**src/rtl/aud_ser_pkg.sv**
```systemverilog
// Package: shared types for the audio serial transmitter.
// Assumes a single system clock domain; bit-clock edges are carried as
// one-cycle event flags rather than as clocks.
package aud_ser_pkg;

    // Slot selector: word select low is the left slot.
    typedef enum logic {
        SLOT_LEFT  = 1'b0,
        SLOT_RIGHT = 1'b1
    } slot_e;

    // Bit-clock timing events seen in the system clock domain.
    typedef struct packed {
        logic launch;   // data may change in this cycle's update
        logic capture;  // word select is sampled in this cycle
        logic ws;       // word-select level valid at capture
    } bit_evt_t;

endpackage

```
**src/rtl/aud_clkgen.sv**
```systemverilog
// Module: master-mode timing generator.
// Divides clk into a bit clock with half period cfg_div+1 cycles and derives
// word select from a bit counter over a 2*W bit frame. Word select changes
// on launch edges. Held at idle (sck 0, ws 1) while run is low.
module aud_clkgen
    import aud_ser_pkg::*;
#(
    parameter int W     = 16,
    parameter int DIV_W = 8
) (
    input  logic             clk,
    input  logic             rst_n,
    input  logic             run,
    input  logic             cfg_edge,
    input  logic [DIV_W-1:0] cfg_div,
    output logic             sck,
    output logic             ws,
    output bit_evt_t         evt
);

    localparam int FRAME_BITS = 2 * W;
    localparam int CW         = $clog2(FRAME_BITS);
    localparam logic [CW-1:0] LAST_BIT = CW'(FRAME_BITS - 1);
    localparam logic [CW-1:0] HALF_BIT = CW'(W);

    logic [DIV_W-1:0] div_cnt;
    logic [CW-1:0]    bit_cnt;
    logic [CW-1:0]    bit_nxt;
    logic             sck_q;
    logic             ws_q;
    logic             toggle;
    logic             rise;
    logic             fall;
    logic             launch;
    logic             capture;

    // Edge detection of the divider and the launch/capture mapping.
    always_comb begin
        toggle  = run && (div_cnt == cfg_div);
        rise    = toggle && !sck_q;
        fall    = toggle && sck_q;
        launch  = cfg_edge ? rise : fall;
        capture = cfg_edge ? fall : rise;
        bit_nxt = (bit_cnt == LAST_BIT) ? '0 : bit_cnt + 1'b1;
    end

    // Divider, bit clock level, frame bit counter and word select.
    always_ff @(posedge clk) begin
        if (!rst_n || !run) begin
            div_cnt <= '0;
            sck_q   <= 1'b0;
            ws_q    <= 1'b1;
            bit_cnt <= LAST_BIT;
        end else begin
            div_cnt <= toggle ? '0 : div_cnt + 1'b1;
            if (toggle) begin
                sck_q <= ~sck_q;
            end
            if (launch) begin
                bit_cnt <= bit_nxt;
                ws_q    <= (bit_nxt >= HALF_BIT);
            end
        end
    end

    // Output mapping.
    always_comb begin
        sck         = sck_q;
        ws          = ws_q;
        evt.launch  = launch;
        evt.capture = capture;
        evt.ws      = ws_q;
    end

endmodule

```
**src/rtl/aud_slave_sync.sv**
```systemverilog
// Module: slave-mode timing follower.
// Brings external bit clock and word select into clk through two flops each
// and turns bit-clock transitions into launch/capture events. Assumes each
// external half period lasts well over three system clocks.
module aud_slave_sync
    import aud_ser_pkg::*;
(
    input  logic     clk,
    input  logic     rst_n,
    input  logic     run,
    input  logic     cfg_edge,
    input  logic     sck_i,
    input  logic     ws_i,
    output bit_evt_t evt
);

    logic [2:0] sck_sh;
    logic [1:0] ws_sh;
    logic       rise;
    logic       fall;

    // Synchroniser chains; they keep running so enabling causes no false edge.
    always_ff @(posedge clk) begin
        if (!rst_n) begin
            sck_sh <= '0;
            ws_sh  <= 2'b11;
        end else begin
            sck_sh <= {sck_sh[1:0], sck_i};
            ws_sh  <= {ws_sh[0], ws_i};
        end
    end

    // Edge detection and the launch/capture mapping.
    always_comb begin
        rise        = run && sck_sh[1] && !sck_sh[2];
        fall        = run && !sck_sh[1] && sck_sh[2];
        evt.launch  = cfg_edge ? rise : fall;
        evt.capture = cfg_edge ? fall : rise;
        evt.ws      = ws_sh[1];
    end

endmodule

```
**src/rtl/aud_lane.sv**
```systemverilog
// Module: one serial data lane.
// Loads a word on a launch event flagged as start and shifts it out one bit
// per launch event, MSB or LSB first; sends 0 once the word is exhausted.
module aud_lane #(
    parameter int W = 16
) (
    input  logic         clk,
    input  logic         rst_n,
    input  logic         en,
    input  logic         launch,
    input  logic         start,
    input  logic         lsb_first,
    input  logic [W-1:0] word,
    output logic         sd
);

    localparam int RW = $clog2(W);

    logic [W-1:0]  sr;
    logic [RW-1:0] remain;
    logic          sd_q;

    // Shift register: load on start, shift on launch, zero after the word.
    always_ff @(posedge clk) begin
        if (!rst_n || !en) begin
            sr     <= '0;
            remain <= '0;
            sd_q   <= 1'b0;
        end else if (launch) begin
            if (start) begin
                sd_q   <= lsb_first ? word[0] : word[W-1];
                sr     <= lsb_first ? (word >> 1) : (word << 1);
                remain <= RW'(W - 1);
            end else if (remain != '0) begin
                sd_q   <= lsb_first ? sr[0] : sr[W-1];
                sr     <= lsb_first ? (sr >> 1) : (sr << 1);
                remain <= remain - 1'b1;
            end else begin
                sd_q   <= 1'b0;
            end
        end
    end

    assign sd = sd_q;

endmodule

```
**src/rtl/aud_serializer.sv**
```systemverilog
// Module: multichannel audio serial transmitter (top).
// Picks master or slave timing, detects word-select changes at capture
// events, fetches one frame per left slot and drives LANES serial outputs.
// Assumes configuration changes only while tx_en is low.
module aud_serializer
    import aud_ser_pkg::*;
#(
    parameter int W     = 16,
    parameter int LANES = 4,
    parameter int DIV_W = 8
) (
    input  logic                       clk,
    input  logic                       rst_n,
    input  logic                       tx_en,
    input  logic                       cfg_master,
    input  logic                       cfg_lsb_first,
    input  logic                       cfg_edge,
    input  logic                       cfg_mono,
    input  logic [$clog2(LANES)-1:0]   cfg_lanes,
    input  logic [DIV_W-1:0]           cfg_div,
    input  logic [2*LANES*W-1:0]       s_data,
    input  logic                       s_valid,
    output logic                       s_ready,
    input  logic                       sck_i,
    input  logic                       ws_i,
    output logic                       sck_o,
    output logic                       ws_o,
    output logic                       sck_oe,
    output logic                       ws_oe,
    output logic [LANES-1:0]           sd
);

    localparam int LW = $clog2(LANES);
    localparam int FW = 2 * LANES * W;

    bit_evt_t    gen_evt;
    bit_evt_t    slv_evt;
    bit_evt_t    evt;
    logic        ws_prev;
    logic        pend;
    slot_e       slot;
    logic [FW-1:0] frame_q;
    logic        take_left;
    logic        take_right;
    logic        start;

    // Master timing generator.
    aud_clkgen #(
        .W     (W),
        .DIV_W (DIV_W)
    ) u_gen (
        .clk      (clk),
        .rst_n    (rst_n),
        .run      (tx_en && cfg_master),
        .cfg_edge (cfg_edge),
        .cfg_div  (cfg_div),
        .sck      (sck_o),
        .ws       (ws_o),
        .evt      (gen_evt)
    );

    // Slave timing follower.
    aud_slave_sync u_sync (
        .clk      (clk),
        .rst_n    (rst_n),
        .run      (tx_en && !cfg_master),
        .cfg_edge (cfg_edge),
        .sck_i    (sck_i),
        .ws_i     (ws_i),
        .evt      (slv_evt)
    );

    // Timing source selection and slot-change detection.
    always_comb begin
        evt        = cfg_master ? gen_evt : slv_evt;
        take_left  = tx_en && evt.capture && !evt.ws && ws_prev;
        take_right = tx_en && evt.capture && evt.ws && !ws_prev;
        start      = pend && evt.launch;
        s_ready    = take_left;
        sck_oe     = cfg_master;
        ws_oe      = cfg_master;
    end

    // Frame fetch, pending-load flag and current slot.
    always_ff @(posedge clk) begin
        if (!rst_n || !tx_en) begin
            ws_prev <= 1'b1;
            pend    <= 1'b0;
            slot    <= SLOT_LEFT;
            frame_q <= '0;
        end else begin
            if (evt.capture) begin
                ws_prev <= evt.ws;
            end
            if (take_left) begin
                frame_q <= s_valid ? s_data : '0;
                pend    <= 1'b1;
                slot    <= SLOT_LEFT;
            end else if (take_right) begin
                pend    <= 1'b1;
                slot    <= SLOT_RIGHT;
            end else if (evt.launch) begin
                pend    <= 1'b0;
            end
        end
    end

    // Per-lane word selection and serialiser.
    for (genvar i = 0; i < LANES; i++) begin : g_lane
        logic [W-1:0] left_w;
        logic [W-1:0] right_w;
        logic [W-1:0] word;
        logic         active;

        // Choose the word for this lane and slot; zero when inactive.
        always_comb begin
            left_w  = frame_q[(2*i)*W +: W];
            right_w = cfg_mono ? left_w : frame_q[(2*i+1)*W +: W];
            active  = (i == 0) ||
                      (cfg_master && ((LW+1)'(i) <= {1'b0, cfg_lanes}));
            word    = !active ? '0 : ((slot == SLOT_RIGHT) ? right_w : left_w);
        end

        aud_lane #(
            .W (W)
        ) u_lane (
            .clk       (clk),
            .rst_n     (rst_n),
            .en        (tx_en),
            .launch    (evt.launch),
            .start     (start),
            .lsb_first (cfg_lsb_first),
            .word      (word),
            .sd        (sd[i])
        );
    end

endmodule

```
**config.mk**
```make
export PLATFORM = sky130hd
export DESIGN_NAME = aud_serializer
export DESIGN_NICKNAME = d
export VERILOG_FILES = /design/src/rtl/aud_ser_pkg.sv /design/src/rtl/aud_clkgen.sv /design/src/rtl/aud_slave_sync.sv /design/src/rtl/aud_lane.sv /design/src/rtl/aud_serializer.sv
export SDC_FILE = /design/constraint.sdc
export NUM_CORES = 1
export LEC_CHECK = 0
export ABC_AREA = 1
export CORE_AREA = 5 5 160 162
export DETAILED_ROUTE_END_ITERATION = 12
export DIE_AREA = 0 0 165 167
export PLACE_DENSITY = 0.78
export SLEW_MARGIN = 30
export SYNTH_ARGS = -nofsm -noshare
export SYNTH_HDL_FRONTEND = slang
export SYNTH_SLANG_ARGS = --single-unit
```
**constraint.sdc**
```tcl
create_clock -name clk -period 3 [get_ports clk]
set_clock_uncertainty 0.1 [all_clocks]
set_input_delay 0.3 -clock clk [delete_from_list [all_inputs] [get_ports clk]]
set_output_delay 0.3 -clock clk [all_outputs]
set_load 0.05 [all_outputs]
```
==> results.toml, run 1 <==
[setup_path]
rr_worst_depth = 12
path_common_cell = "nand2_1"
rrSetupSlack_ns = 0.60
max_stage_delay_ns = 0.38
cp-end-kind = "primary output"
path_class = "flip-flop to primary output"
cp-start-kind = "flip-flop"
critPathTopFamily = "simple AND/OR/NAND/NOR gates"
slowest_stage = "dfxtp_1"
cp_max_fo = 18
reg2reg_from = "u_gen.div_cnt[0]"
worstPathRequired_ns = 2.60
path_depth = 13
path_buf_inv = 3
worstPathArrival_ns = 2.38
critical_path.cell_chain = "inv_1, nand2_1, nand2_1, nor2_1, nand2_1, nor2_2, nand3_1, nand2_1, nand2_1, nand2_2, nand2_4, inv_2, buf_12"
timing.rr.end = "g_lane[1].u_lane.sd"

[final_layout]
final_nets = 2269
syn_to_final_growth_pct = 19.9
drive_gt1_share_pct = 4.61
fillCellCount = 2181
n_antenna_cell = 0
multiInputGateArea_mm2 = 0.00666
ff_latch_area_mm2 = 0.00469

[timing]
drv_slew = 0
finalCriticalPeriod_ns = 2.78
relSlewSlack_pct = 48.4
report.final.setup_viol = 0
worstMarginPinSlew_ns = 0.775
max_freq_mhz = 360
fin_tns_setup_ns = 0
fin_crit_sh_pct = 92.7
hold_viol_final = 0
rsz0062_at_grt = "false"
whs_ns = 0.195

[drt]
post_drt_wl_per_cell_um = 13.7
avgViaCountPerCell = 5.25
drc = 0
drt-total-wl_mm = 33.6
drtIter0Drc = 983
drtPass1Iterations = 5
detail-route-antenna-nets = 0
vias = 12900

[synthesis]
synth_area_leaders = "dfxtp_1 36%, nand2_1 15%, nor2_1 6.9%"
synth.avg_cell_area_um2 = 6.34
syn-cell-area_mm2 = 0.0129
synth_flop_cell = "dfxtp_1"
synth.most_common_cell = "nand2_1"
syn_inst = 2040
synth_seq_cells = 234
async_reset_ff_share_pct = 0
post-synth-top-area-cell = "dfxtp_1"
synth_fp_nets = 2199
post-synth-top-area-fraction_pct = 36.2
synthTopCellsByCount = "531 x nand2_1, 237 x nor2_1, 234 x dfxtp_1"
synth-edff-count = 0
yosys_warnings = 0
synth_cell_types = 34
synth_seq_area_share_pct = 36.2

[placed_design]
routabilityCongestion = 0.828
port_buffers = 156
dp_hpwl_mm = 23.2

[floorplan]
core_area_mm2 = 0.0240
die_w_um = 165
dieArea_mm2 = 0.0276
row_count = 57
die_y_um = 167
start_util_pct = 54.0
io_pins = 157

[power_and_ir_drop]
power_density_mw_per_mm2 = 454
p_leak_nw = 6.25
ir_worst_vdd_mv = 0.306

[grt]
grt_pass1_vias = 11600
grt_max_degree = 158
grt_overflow = 0
antenna_found_initial = 0
grt_pass1_wl_mm = 55.7
grt_util_all_layers_pct = 23.6

[clock_tree]
cts.sinks = 234
cts_buffers = 26
cts_setup_buffers = 0
hold_buffers = 0
cts_tree = "built"
clk_latency_ns = 0.53
clock-root-buffer = "clkbuf_16"
path_clk_slew_ns = 0.06
cts_max_path_buffers = 3
cts_resized = 0
cts_max_level = 1

[hold_path]
min_path_cells = 3
hold_path.class = "primary input to flip-flop"
min_from = "sck_i"
min_to = "u_sync.sck_sh[0]"

[flow_run]
drv_cap = 0

[outcome]
run_status = "finished, final reports clean"
[state kept, by name (all words and copies together), names as in the netlist]
register              flops
u_gen.sck                 1
u_sync.ws_sh              2
ws_prev                   1
slot                      1
u_gen.bit_cnt             4
pend                      1
u_gen.ws                  1
g_lane.u_lane.sd          4
u_sync.sck_sh             3
frame_q                 128
g_lane.u_lane.remain     16
g_lane.u_lane.sr         64
u_gen.div_cnt             8
[per-layer routing]
metal	share of wire [%]	GRT usage [%]
met5	0	0
met4	1.6	5.14
met3	7.3	4.00
met2	43	35.3
met1	48	35.7
[layout make-up]
class | instances | area share (%)
clock buffers | 37 | 4.98
flip-flops and latches | 234 | 30.2
clock inverters | 7 | 0.726
repair buffers | 191 | 12.7
multi-input cells | 1414 | 42.9
well taps | 324 | 2.61
inverters | 243 | 5.90
[worst max path at each step]
stage	from	to	slack, ns
after floorplan	u_gen.div_cnt[0]	s_ready	0.98
after global placement	cfg_master	g_lane[1].u_lane.sd	0.17
after detailed placement	cfg_master	g_lane[1].u_lane.sd	0.13
after CTS	u_gen.div_cnt[0]	s_ready	0.20
after global routing	u_gen.div_cnt[0]	s_ready	0.01
final	u_gen.div_cnt[0]	s_ready	0.22
[cells in the final DEF, fill, tap and decap left out, types with 2 or more instances in the layout]
cell / instances
o21ai_0: 155
clkdlybuf4s50_1: 153
dfxtp_1: 233
nand4_1: 35
inv_1: 231
xnor2_1: 2
bufinv_16: 3
nand3b_1: 25
o21ai_1: 49
nand2_2: 3
nor3_1: 10
nor2_2: 3
clkbuf_8: 6
nor2_1: 237
or2_1: 2
mux2i_1: 29
xor2_1: 10
o22ai_1: 25
clkbuf_1: 4
nand3_1: 175
buf_12: 12
clkinv_2: 3
o211ai_1: 30
clkbuf_16: 27
a21oi_1: 71
and2_1: 3
nand2_1: 530
buf_4: 26
ha_1: 11
inv_2: 10
nor3b_1: 3
[logic make-up (layout without fill, tap and decap cells)]
group / Yosys count / in the layout / share of synthesized area, %
adder cells (fa/ha/maj): 11 / 11 / 1.06
AO/OA/AOI/OAI: 333 / 333 / 13.8
flip-flops: 234 / 234 / 36.2
buffers and inverters: 392 / 478 / 12.4
multiplexers: 29 / 29 / 2.24
XOR/XNOR: 12 / 12 / 0.813
AND/OR/NAND/NOR: 1029 / 1029 / 33.4
[worst min-delay path, cell delays in order]
cell and delay (ns):
clkdlybuf4s50_1 0.39, nand2_1 0.06, inv_1 0.03
[power by group]
group	internal [W]	total [W]	switching (W)
sequential	0.00312	0.00313	0.00000682
clock	0.00203	0.00331	0.00128
combinational	0.000275	0.000597	0.000323
[stage by stage]
step	setup slack (ns)	area (µm²)	cells	utilization [%]	power [W]
floorplan	0.976	12900	2040	-	0.00351
global placement	0.173	14600	2406	61.0	0.00378
detailed placement	0.129	14600	2406	61.0	0.00379
CTS	0.200	15500	2450	64.7	0.00707
global route	0.0146	15500	2450	64.7	0.00726
finish	0.219	15500	2450	64.7	0.00704
Note: power is estimated with default switching activity, not from simulation.
==> run 2, diff against run 1 <==
- SETUP_SLACK_MARGIN: unset -> 0.02
==> run 2 against run 1 <==
  * Cell count stayed put
  * Clock power about the same
  * Critical path depth shrank 2
  * Power about the same
  * Flip-flop and latch count did not move
  * Via count about the same
  * Largest cell class unchanged
==> results.toml, run 2 (synthesis results as in run 1) <==
[setup_path]
worstPathArrival_ns = 2.32
critical_path.cell_chain = "inv_2, or2_1, nand3_1, nor2_2, nand3_1, nand2_1, nand2_1, nand2_2, nand2_4, clkinv_2, buf_12"
reg2reg_from = "u_gen.div_cnt[0]"
rrSetupSlack_ns = 0.59
max_stage_delay_ns = 0.37
cp-start-kind = "flip-flop"
worstPathRequired_ns = 2.60
timing.rr.end = "g_lane[1].u_lane.sd"
slowest_stage = "dfxtp_1"
cp_max_fo = 18
critPathTopFamily = "simple AND/OR/NAND/NOR gates"
crit_start = "u_gen.div_cnt[4]"
path_buf_inv = 3
cp-end-kind = "primary output"
rr_worst_depth = 12
path_class = "flip-flop to primary output"

[final_layout]
layout.cells.non_filler = 2450
largest_reg_flops = 128
drive_gt1_share_pct = 4.61
final_cell_mix = "530 x nand2_1, 237 x nor2_1, 233 x dfxtp_1, 231 x inv_1, 175 x nand3_1"
top_regs = "frame_q x128, g_lane.u_lane.sr x64, g_lane.u_lane.remain x16"
regMostFlops = "frame_q"
mostFrequentLayoutCell = "nand2_1"
n_antenna_cell = 0
final_nets = 2269
syn_to_final_growth_pct = 20.0

[hold_path]
min_from = "sck_i"
min_to = "u_sync.sck_sh[0]"
hold_path.class = "primary input to flip-flop"
min_path_cells = 3

[timing]
max_freq_mhz = 367
fin_crit_sh_pct = 90.7
fin_ws_ns = 0.278
rsz0062_at_grt = "false"
hold_viol_final = 0
drv_slew = 0
report.final.setup_viol = 0
fin_tns_setup_ns = 0
worstMarginPinSlew_ns = 0.775
finalCriticalPeriod_ns = 2.72
relSlewSlack_pct = 48.4

[drt]
vias = 12900
drc = 0
post_drt_wl_per_cell_um = 13.7
avgViaCountPerCell = 5.25
drt-total-wl_mm = 33.6
drtPass1Iterations = 5
detail-route-antenna-nets = 0
drtIter0Drc = 985

[placed_design]
preCtsSetupSlack_ns = 0.129
routabilityCongestion = 0.828
placedCellCount = 2406
dp_hpwl_mm = 23.2
port_buffers = 156

[power_and_ir_drop]
power_w = 0.00704
p_switching_w = 0.00161
power_frac_comb_pct = 8.5
p_int_w = 0.00543
seq_power_share_pct = 44.4
p_leak_nw = 6.25
clkPwrFrac_pct = 47.1
ir_worst_vdd_mv = 0.306
sw_frac_of_total_pct = 22.9
power_density_mw_per_mm2 = 454

[floorplan]
start_util_pct = 54.0
io_pins = 157
die_y_um = 167
core_area_mm2 = 0.0240
dieArea_mm2 = 0.0276
row_count = 57
die_w_um = 165

[outcome]
run_status = "finished, final reports clean"

[grt]
grt_max_degree = 158
grt_pass1_vias = 11600
grt_pass1_wl_mm = 55.7
grt_util_all_layers_pct = 23.6
grt_overflow = 0
antenna_found_initial = 0

[clock_tree]
cts_setup_buffers = 0
cts_max_level = 1
clock-root-buffer = "clkbuf_16"
cts_resized = 0
cts_buffers = 26
clk_latency_ns = 0.53
cts.sinks = 234
cts_max_path_buffers = 3
cts_tree = "built"
hold_buffers = 0
path_clk_slew_ns = 0.06

[flow_run]
drv_cap = 0
## run 2: changes by cell type in the layout (fill, tap and decap cells not counted), sizes merged
| cell | before | now |
|---|---|---|
| inv | 242 | 241 |
| clkinv | 4 | 5 |
## run 2: tightest hold or removal path: stages
cell and delay (ns):
clkdlybuf4s50_1 0.39, nand2_1 0.06, inv_1 0.03
## run 2: how the worst max path moves through the flow
stage	endpoint	depth (start not counted)	slack, ns
2_1_floorplan	s_ready	13	0.98
3_3_place_gp	g_lane[1].u_lane.sd	11	0.17
3_5_place_dp	g_lane[1].u_lane.sd	11	0.13
4_1_cts	s_ready	13	0.20
5_1_grt	s_ready	13	0.08
6_report	s_ready	11	0.28
## run 2: cell type report
cell class                      instances  area [µm²]
Fill cell                            2180        8450
Multi-Input combinational cell       1414        6660
Sequential cell                       234        4690
Timing Repair Buffer                  191        1970
Inverter                              243         916
Clock buffer                           37         773
Tap cell                              324         405
Clock inverter                          7         113
## run 2: power by group through the flow
| stage | combinational [W] | clock [W] | sequential, W |
|---|---|---|---|
| 2_1_floorplan | 0.000312 | 0 | 0.00319 |
| 3_3_place_gp | 0.000587 | 0 | 0.00320 |
| 3_5_place_dp | 0.000592 | 0 | 0.00320 |
| 4_1_cts | 0.000595 | 0.00335 | 0.00313 |
| 5_1_grt | 0.000651 | 0.00348 | 0.00313 |
| 6_report | 0.000597 | 0.00331 | 0.00313 |
## run 2: through the flow
stage	hold slack, ns	utilization (%)	area (µm²)
2_1_floorplan	0.269	-	12900
3_3_place_gp	0.288	61.0	14600
3_5_place_dp	0.304	61.0	14600
4_1_cts	0.178	64.7	15500
5_1_grt	0.205	64.7	15500
6_report	0.195	64.7	15500
## run 2: layer usage
metal / global-route usage, % / wire, µm / up-vias
li1: - / - / 6637
met1: 35.7 / 16000 / 5757
met2: 35.3 / 14600 / 431
met3: 4.00 / 2560 / 43
met4: 5.14 / 510 / 0
met5: 0 / 0 / -
==> run 3, diff against run 2 <==
- SLEW_MARGIN: 30 -> 20
==> results of run 3 <==
Same layout as run 2: the final DEF is identical, and so are final timing and power.
